### config.mk
export PLATFORM = sky130hd
export DESIGN_NAME = dbg_trig_unit
export DESIGN_NICKNAME = d
export VERILOG_FILES = /design/src/rtl/dbg_trig_pkg.sv /design/src/rtl/dbg_masked_cmp.sv /design/src/rtl/dbg_trig_datapath.sv /design/src/rtl/dbg_trig_ctrl.sv /design/src/rtl/dbg_trig_unit.sv
export SDC_FILE = /design/constraint.sdc
export NUM_CORES = 1
export LEC_CHECK = 0
export CELL_PAD_IN_SITES_DETAIL_PLACEMENT = 1
export CELL_PAD_IN_SITES_GLOBAL_PLACEMENT = 1
export CORE_MARGIN = 2
export CORE_UTILIZATION = 39
export DETAILED_ROUTE_END_ITERATION = 10
export GPL_TIMING_DRIVEN = 0
export PLACE_DENSITY = 0.79
export SETUP_SLACK_MARGIN = 0.1
export SLEW_MARGIN = 20
export SYNTH_ARGS = -nofsm -noshare
export SYNTH_HDL_FRONTEND = slang
export SYNTH_SLANG_ARGS = --single-unit
### constraint.sdc
create_clock -name clk -period 3.15 [get_ports clk]
set_input_delay 0.945 -clock clk [delete_from_list [all_inputs] [get_ports clk]]
set_output_delay 0.945 -clock clk [all_outputs]
set_load 0.03 [all_outputs]
### src/rtl/dbg_trig_pkg.sv
package dbg_trig_pkg;

  // state value is the status code; the trace nibble is the code shifted left
  typedef enum logic [2:0] {
    ST_OFF   = 3'd0,
    ST_WAIT1 = 3'd1,
    ST_HIT1  = 3'd2,
    ST_WAIT2 = 3'd5,
    ST_HIT2  = 3'd6
  } trigState_t;

  typedef enum logic [1:0] {
    RSP_SHOW  = 2'b00,
    RSP_HALT  = 2'b01,
    RSP_IRQ   = 2'b10,
    RSP_SHOWB = 2'b11
  } trigResp_t;

  // bit order matches the select field: bit0 PC, bit1 address, bit2 data
  typedef struct packed {
    logic dataHit;
    logic addrHit;
    logic pcHit;
  } cmpHits_t;

  typedef struct packed {
    logic       lvl1En;
    logic       lvl2En;
    trigResp_t  resp;
    logic [2:0] sel1;
    logic [2:0] sel2;
  } trigCfg_t;

  typedef struct packed {
    cmpHits_t hits;
    logic     rearm;
    logic     rearmEn;
  } dpStrobes_t;

  localparam int CFG_AW = 3;
  localparam logic [CFG_AW-1:0] A_CTL1   = 3'd0;
  localparam logic [CFG_AW-1:0] A_CTL2   = 3'd1;
  localparam logic [CFG_AW-1:0] A_PCTGT  = 3'd2;
  localparam logic [CFG_AW-1:0] A_PCMSK  = 3'd3;
  localparam logic [CFG_AW-1:0] A_ADRLO  = 3'd4;
  localparam logic [CFG_AW-1:0] A_ADRHI  = 3'd5;
  localparam logic [CFG_AW-1:0] A_DATTGT = 3'd6;
  localparam logic [CFG_AW-1:0] A_DATMSK = 3'd7;

endpackage

### src/rtl/dbg_masked_cmp.sv
module dbg_masked_cmp #(
  parameter int W = 32
) (
  input  logic         valid,
  input  logic [W-1:0] value,
  input  logic [W-1:0] target,
  input  logic [W-1:0] ignore,
  output logic         hit
);
  always_comb hit = valid && (((value ^ target) & ~ignore) == '0);
endmodule

### src/rtl/dbg_trig_datapath.sv
module dbg_trig_datapath
  import dbg_trig_pkg::*;
#(
  parameter int XLEN = 32
) (
  input  logic              clk,
  input  logic              rstN,
  input  logic              cfgWrEn,
  input  logic [CFG_AW-1:0] cfgAddr,
  input  logic [XLEN-1:0]   cfgData,
  input  logic              pcValid,
  input  logic [XLEN-1:0]   pcValue,
  input  logic              busValid,
  input  logic [XLEN-1:0]   busAddr,
  input  logic [XLEN-1:0]   busData,
  output trigCfg_t          cfg,
  output dpStrobes_t        strb
);
  localparam int NREG = 1 << CFG_AW;

  logic [XLEN-1:0] valReg [NREG];
  logic [NREG-1:0] wrSel;

  always_comb begin
    for (int i = 0; i < NREG; i++) wrSel[i] = cfgWrEn && (cfgAddr == CFG_AW'(i));
  end

  // value registers at addresses 2..7
  for (genvar g = 2; g < NREG; g++) begin : g_val
    always_ff @(posedge clk or negedge rstN) begin
      if (!rstN)         valReg[g] <= '0;
      else if (wrSel[g]) valReg[g] <= cfgData;
    end
  end
  assign valReg[0] = '0;
  assign valReg[1] = '0;

  always_ff @(posedge clk or negedge rstN) begin
    if (!rstN) begin
      cfg <= '0;
    end else begin
      if (wrSel[A_CTL1]) begin
        cfg.lvl1En <= cfgData[0];
        cfg.resp   <= trigResp_t'(cfgData[2:1]);
        cfg.sel1   <= cfgData[6:4];
      end
      if (wrSel[A_CTL2]) begin
        cfg.lvl2En <= cfgData[0];
        cfg.sel2   <= cfgData[6:4];
      end
    end
  end

  dbg_masked_cmp #(.W(XLEN)) u_pcCmp (
    .valid(pcValid), .value(pcValue),
    .target(valReg[A_PCTGT]), .ignore(valReg[A_PCMSK]),
    .hit(strb.hits.pcHit)
  );

  dbg_masked_cmp #(.W(XLEN)) u_dataCmp (
    .valid(busValid), .value(busData),
    .target(valReg[A_DATTGT]), .ignore(valReg[A_DATMSK]),
    .hit(strb.hits.dataHit)
  );

  always_comb begin
    strb.hits.addrHit = busValid && (busAddr >= valReg[A_ADRLO]) && (busAddr <= valReg[A_ADRHI]);
    strb.rearm        = wrSel[A_CTL1] || wrSel[A_CTL2];
    strb.rearmEn      = wrSel[A_CTL1] ? cfgData[0] : cfg.lvl1En;
  end

endmodule

### src/rtl/dbg_trig_ctrl.sv
module dbg_trig_ctrl
  import dbg_trig_pkg::*;
(
  input  logic       clk,
  input  logic       rstN,
  input  trigCfg_t   cfg,
  input  dpStrobes_t strb,
  input  logic       statusRd,
  input  logic       bkptAck,
  output trigState_t state,
  output logic       pcBreakReq,
  output logic       busPending,
  output logic       haltPulse,
  output logic       dbgIrqPulse
);
  trigState_t stNext;
  logic       lvl1Hit, lvl2Hit, fire, busCause, pcCause, respActive;

  always_comb begin
    lvl1Hit    = |(cfg.sel1 & strb.hits);
    lvl2Hit    = |(cfg.sel2 & strb.hits);
    respActive = (cfg.resp == RSP_HALT) || (cfg.resp == RSP_IRQ);
    stNext     = state;
    fire       = 1'b0;
    busCause   = 1'b0;
    pcCause    = 1'b0;
    if (strb.rearm) begin
      stNext = strb.rearmEn ? ST_WAIT1 : ST_OFF;
    end else if (statusRd && ((state == ST_HIT1 && !cfg.lvl2En) || state == ST_HIT2)) begin
      stNext = ST_WAIT1;
    end else begin
      unique case (state)
        ST_WAIT1: if (lvl1Hit) begin
          if (cfg.lvl2En) stNext = ST_WAIT2;
          else begin
            stNext   = ST_HIT1;
            fire     = 1'b1;
            pcCause  = cfg.sel1[0] && strb.hits.pcHit;
            busCause = |(cfg.sel1[2:1] & {strb.hits.dataHit, strb.hits.addrHit});
          end
        end
        ST_WAIT2: if (lvl2Hit) begin
          stNext   = ST_HIT2;
          fire     = 1'b1;
          pcCause  = cfg.sel2[0] && strb.hits.pcHit;
          busCause = |(cfg.sel2[2:1] & {strb.hits.dataHit, strb.hits.addrHit});
        end
        default: ;
      endcase
    end
    pcBreakReq = fire && respActive && pcCause;
  end

  always_ff @(posedge clk or negedge rstN) begin
    if (!rstN) begin
      state       <= ST_OFF;
      haltPulse   <= 1'b0;
      dbgIrqPulse <= 1'b0;
      busPending  <= 1'b0;
    end else begin
      state       <= stNext;
      haltPulse   <= fire && (cfg.resp == RSP_HALT);
      dbgIrqPulse <= fire && (cfg.resp == RSP_IRQ);
      if (fire && respActive && busCause) busPending <= 1'b1;
      else if (bkptAck)                   busPending <= 1'b0;
    end
  end

endmodule

### src/rtl/dbg_trig_unit.sv
module dbg_trig_unit
  import dbg_trig_pkg::*;
#(
  parameter int XLEN = 32
) (
  input  logic            clk,
  input  logic            rstN,
  input  logic            cfgWrEn,
  input  logic [2:0]      cfgAddr,
  input  logic [XLEN-1:0] cfgData,
  input  logic            statusRd,
  input  logic            pcValid,
  input  logic [XLEN-1:0] pcValue,
  input  logic            busValid,
  input  logic [XLEN-1:0] busAddr,
  input  logic [XLEN-1:0] busData,
  input  logic            bkptAck,
  output logic [3:0]      statusNibble,
  output logic [3:0]      statusCode,
  output logic            pcBreakReq,
  output logic            busPending,
  output logic            haltPulse,
  output logic            dbgIrqPulse
);
  trigCfg_t   cfg;
  dpStrobes_t strb;
  trigState_t state;

  dbg_trig_datapath #(.XLEN(XLEN)) u_dp (
    .clk(clk), .rstN(rstN), .cfgWrEn(cfgWrEn), .cfgAddr(cfgAddr), .cfgData(cfgData),
    .pcValid(pcValid), .pcValue(pcValue), .busValid(busValid), .busAddr(busAddr),
    .busData(busData), .cfg(cfg), .strb(strb)
  );

  dbg_trig_ctrl u_ctrl (
    .clk(clk), .rstN(rstN), .cfg(cfg), .strb(strb), .statusRd(statusRd), .bkptAck(bkptAck),
    .state(state), .pcBreakReq(pcBreakReq), .busPending(busPending),
    .haltPulse(haltPulse), .dbgIrqPulse(dbgIrqPulse)
  );

  assign statusCode   = {1'b0, state};
  assign statusNibble = {state, 1'b0};

endmodule

# Yosys cells after proc, flatten, opt, wreduce, memory -nomap -nowiden
# Cells that the tools add are included.
# op_classes
addsub,0
n_mul,0
n_div,0
magnitude_cmp,2
n_eq_ne,15
n_shift,0
muxes,28
bitwise_logic,10
reduce_logical,35
# ops
operator,n
$and 32x32->32,2
$logic_not 32->1,2
$not 32->32,2
$xor 32x32->32,2
$ge 32x32->1,1
$le 32x32->1,1
$logic_and 1x1->1,21
$mux 1,19
$eq 3x3->1 const B,6
$mux 3,5
$eq 3x2->1 const B,3
$ne 4x2->1 const B,2
$and 3x3->3,2
$eq 3x1->1 const B,2
$pmux 1 s2,3
$pmux 3 s2,1
$reduce_or 3->1,2
$and 2x2->2,2
$reduce_bool 4->1,1
$reduce_or 2->1,2
$logic_not 3->1,1
$logic_or 1x1->1,3
$reduce_and 3->1,1
$eq 2x1->1 const B,1
other kinds (3),3
# word_totals
register_bits,208
latchBits,0
ram_bits,0
mem_bits_ro,0
in_bits,138
output_inout_bits,12
mem_count,0

# Depth between registers and ports, before layout
# depth
word_depth,13
ltp_mapped,11
mapped_depth_nobuf,11

# Hierarchy
# From an unflattened synthesis, not the netlist that was laid out.
# hier_totals
hier_cells,857
area_unflattened_um2,10364.9
# modules_own_cells
module,instances,cells_each,area_each_um2
dbg_trig_datapath,1,693,9054.9
dbg_masked_cmp,2,58,435.4
dbg_trig_ctrl,1,42,397.9
dbg_trig_unit,1,6,41.3

# Worst setup path before layout
# OpenSTA, ideal clock, no wires.
# synth_timing
path_type,input port to output port
start,input pcValue[1]
end,output pcBreakReq
arrival_time_ns,2.499
setup_slack_ns,-0.294
path_stages,7
path_buffers,0
cell_sequence,xnor2_1 > o22ai_1 > nor4_1 > nand3_1 > nor2_1 > nand3_1 > nor3_1
# synth_between
elab_chain_len,12
word_cells_on_any_way,23
# synth_rtl
element,line,text
from (decl),dbg_trig_unit.sv:13,"input logic [XLEN-1:0] pcValue,"
$xor 32x32->32 *,dbg_masked_cmp.sv:10,always_comb hit = valid && (((value ^ target) & ~ignore) == '0);
$and 32x32->32 *,dbg_masked_cmp.sv:10,
$logic_not 32->1 *,dbg_masked_cmp.sv:10,
$logic_and 1x1->1 *,dbg_masked_cmp.sv:10,
"$and 3x3->3, on equally long branches","dbg_trig_ctrl.sv:21, dbg_trig_ctrl.sv:20",
"$reduce_or 3->1, on equally long branches","dbg_trig_ctrl.sv:21, dbg_trig_ctrl.sv:20",
"$mux 1, on equally long branches","dbg_trig_ctrl.sv:42, dbg_trig_ctrl.sv:33",
$pmux 1 s2,dbg_trig_ctrl.sv:32,unique case (state)
$mux 1,dbg_trig_ctrl.sv:29,end else if (statusRd && ((state == ST_HIT1 && !cfg.lvl2En) || state == ST_HIT2)) begin
$mux 1,dbg_trig_ctrl.sv:27,if (strb.rearm) begin
$logic_and 1x1->1,dbg_trig_ctrl.sv:51,pcBreakReq = fire && respActive && pcCause;
$logic_and 1x1->1 *,dbg_trig_ctrl.sv:51,
to (decl),dbg_trig_unit.sv:20,"output logic pcBreakReq,"
# Every way passes the cells marked *; elsewhere a longest branch is shown, timed or not.

# Worst setup path after layout
# layout_timing
start,input pcValue[14]
end,output pcBreakReq
# Same word-level chain as after synthesis.

==> results.txt <==
final max-slew violation count = 0
synthesis-to-layout area growth = 33.2%
Cell Area, Synth = 10,500 sq um
EDFF count, synth = 0
fraction of the mapped netlist area in adder cells = 7.89%
Max Clock Freq = 296 MHz
clock tree from TritonCTS = yes
mux cell area share after synthesis = 18.1%
via count of the first global-routing pass = 8,676
number of core rows = 59
Synth Area in XOR/XNOR = 5.35%
Routed met2 length = 17,400 um
gate count after technology mapping = 879
maximum fanout count along the critical path = 2
register area share after synthesis = 49.7%
Clk Latency, worst-skew pair = 520 ps
power density cells = 676 nW/um^2
number of placed instances, taps included = 1,362
Final Non-Filler Cells = 1,416
Tightest Hold Check Type = in -> async
wire length of the first global-routing pass = 50,300 um
iteration count of the initial detailed-routing pass = 5
critical path data arrival time = 2430 ps
average vias per placed instance = 5.53
Wirelength per Cell = 23.7 um
Peak VDD IR = 0.000401 V
final layout net count = 1,269
cell types with the largest area share after synthesis = dfrtp_1 50%, mux2_2 17%, ha_1 7.9%
antenna viol nets, final = 0
yosys synthesis warning count = 0
GRT Residual Overflow = 0
clock-pin slew on the worst setup and hold paths = 60 ps
number of buffers inserted by hold repair at cts = 0
Compound-Gate Fraction of Synth Area = 9.30%
top routing layer in use = met4
most instantiated library cell after synthesis = dfrtp_1
flops & latches, synth = 208
Root Driver = clkbuf_16
final total power = 9430 uW
clock buffers created by TritonCTS = 24
CP Capture Type = output pin
ys async rst share = 100%
final routed DRC violation total = 0
core footprint = 26,200 sq um
Die Y = 168 um
type of the worst setup path = in -> out
cell taking the most area after synthesis = dfrtp_1
outcome = complete, but fails checks
Routed Wire Length = 33,600 um
initial antenna violation count = 0
final total negative setup slack = -224 ps
largest family of logic cells by synthesized area = multiplexers
via total after detailed routing = 7,837
final setup vio count = 1
simple-gate portion of the synthesized area = 5.90%
worst slew pin tran = 919 ps
Final Cycle Share = 107%
clock sink count = 208
final weighted congestion in routability-driven placement = 0.904
overall die area = 28,200 sq um
die width = 168 um
data required time of the worst path = 2200 ps
Worst setup SP type = primary input
Synth top area share = 49.7%
failing checks = negative setup slack
routed metal-1 wirelength = 13,900 um
synthesized area per cell = 11.9 sq um
leakage = 0.00617 uW
pin count of the biggest net entering global routing = 72
overall global routing resource usage = 23.5%
Post-Place Setup Slack = -1700 ps
dominant synthesized flop cell = dfrtp_1
Clock Path Buffers = 3
depth of the CTS H-tree = 1
least setup slack across all paths after layout = -224 ps
clock skew after layout = 12.0 ps
Routed met3 length = 1590 um
list of most frequent post-synthesis cells = 208 x dfrtp_1, 155 x mux2_2, 70 x inv_1, 66 x ha_1, 64 x xnor2_1
quantity of I/O buffers inserted on ports = 144
half-perimeter wire length after detailed placement = 23,600 um
fraction of final layout cells with drive strength greater than 1 = 30.2%
effective utilization at floorplan = 40.0%
number of distinct library cells after synthesis = 51
Antenna Diode Count = 0
Final Hold Fails = 0
final critical delay including setup and external delays = 3370 ps
unrepaired setup endpoints after global routing = true
detailed router's first-iteration violation count = 451
count of max-cap constraint violations = 0
Ports = 150
relative max-transition margin = 38.8%
[repair_timing]
action | in CTS | in global routing
gates resized for setup | 152 | 85
pin swaps | 49 | 44
setup endpoints to repair | 37 | 29
buffers inserted | 6 | 6
hold endpoints to repair | 0 | 0
[layout make-up]
cell class,instances,area [sq um]
plain buffers,30,134
clock buffers,30,664
flip-flops and latches,208,5200
inverters,70,263
well taps,335,419
repair buffers,159,1550
multi-input cells,572,5520
clock inverters,12,194
fillers,2639,12300
[cells in the final DEF (no fill, tap or decap), types with 5 or more instances in the layout]
| master | n |
|---|---|
| a21o_1 | 26 |
| a21oi_1 | 12 |
| buf_2 | 5 |
| buf_4 | 20 |
| buf_6 | 10 |
| bufinv_16 | 5 |
| clkbuf_1 | 26 |
| clkbuf_16 | 25 |
| clkbuf_2 | 9 |
| clkdlybuf4s50_1 | 100 |
| dfrtp_1 | 208 |
| dlygate4sd2_1 | 13 |
| ha_1 | 64 |
| inv_1 | 69 |
| mux2_1 | 12 |
| mux2_2 | 155 |
| nand2_1 | 41 |
| nand3_1 | 5 |
| nand4_1 | 14 |
| nor2_1 | 17 |
| nor4_1 | 6 |
| o21ai_0 | 41 |
| o22ai_1 | 25 |
| o22ai_2 | 9 |
| xnor2_1 | 33 |
| xnor2_2 | 25 |
| xnor2_4 | 6 |
[power breakdown]
part,switching (uW),leakage (uW),internal [uW]
clock,1150,0.000417,1900
combinational,1310,0.00324,1350
sequential,444,0.00251,3260
total,2910,0.00617,6510
[per-layer routing]
layer,global-route usage [%],vias up
met5,0,-
met4,7.11,0
met3,3.27,47
met2,41.4,200
met1,30.1,4091
li1,-,3499
[critical path, cell delays in order]
cell	delay [ps]
buf_8	100
xnor2_4	180
o22ai_4	100
nor4_4	280
buf_4	190
nand3_4	90
nor2_4	130
nand3_4	90
nor3_4	160
buf_6	160
[sequential cells by signal (all words and copies together) (netlist names)]
name	count
u_dp.valReg	192
u_dp.cfg	10
u_ctrl.state	3
u_ctrl.busPending	1
u_ctrl.dbgIrqPulse	1
u_ctrl.haltPulse	1
[cells by family (layout without fill, tap and decap cells)]
kind of cell,after synthesis,in the layout
adders and majority gates,66,66
AOI/OAI and AO/OA,151,151
muxes,168,168
other,1,2
and+or+nand+nor,121,121
buffers and inverters,100,301
xor gates and xnor gates,64,64
DFF,208,208
[metrics by stage]
| step | hold WS, ps | instance area [sq um] | utilization (%) |
|---|---|---|---|
| floorplan | 472 | 10500 | - |
| global placement | 481 | 12400 | 47.3 |
| detailed placement | 492 | 12500 | 47.6 |
| CTS | 409 | 13600 | 51.9 |
| global route | 421 | 13900 | 53.2 |
| finish | 382 | 13900 | 53.2 |
[final timing paths]
path                            startpoint  slack [ps]                to  cells after the start
setup / recovery               pcValue[14]        -220        pcBreakReq                     10
hold / removal                        rstN         380  u_dp.valReg[114]                      1
setup reg to reg           u_dp.valReg[85]         370   u_ctrl.state[1]                     12
hold reg to reg            u_dp.valReg[79]         500   u_dp.valReg[79]                      1
max in group asynchronous             rstN        2000       u_dp.cfg[9]                      2
min in group clk           u_dp.valReg[79]         500   u_dp.valReg[79]                      1
Power figures use the tool's default switching activity.
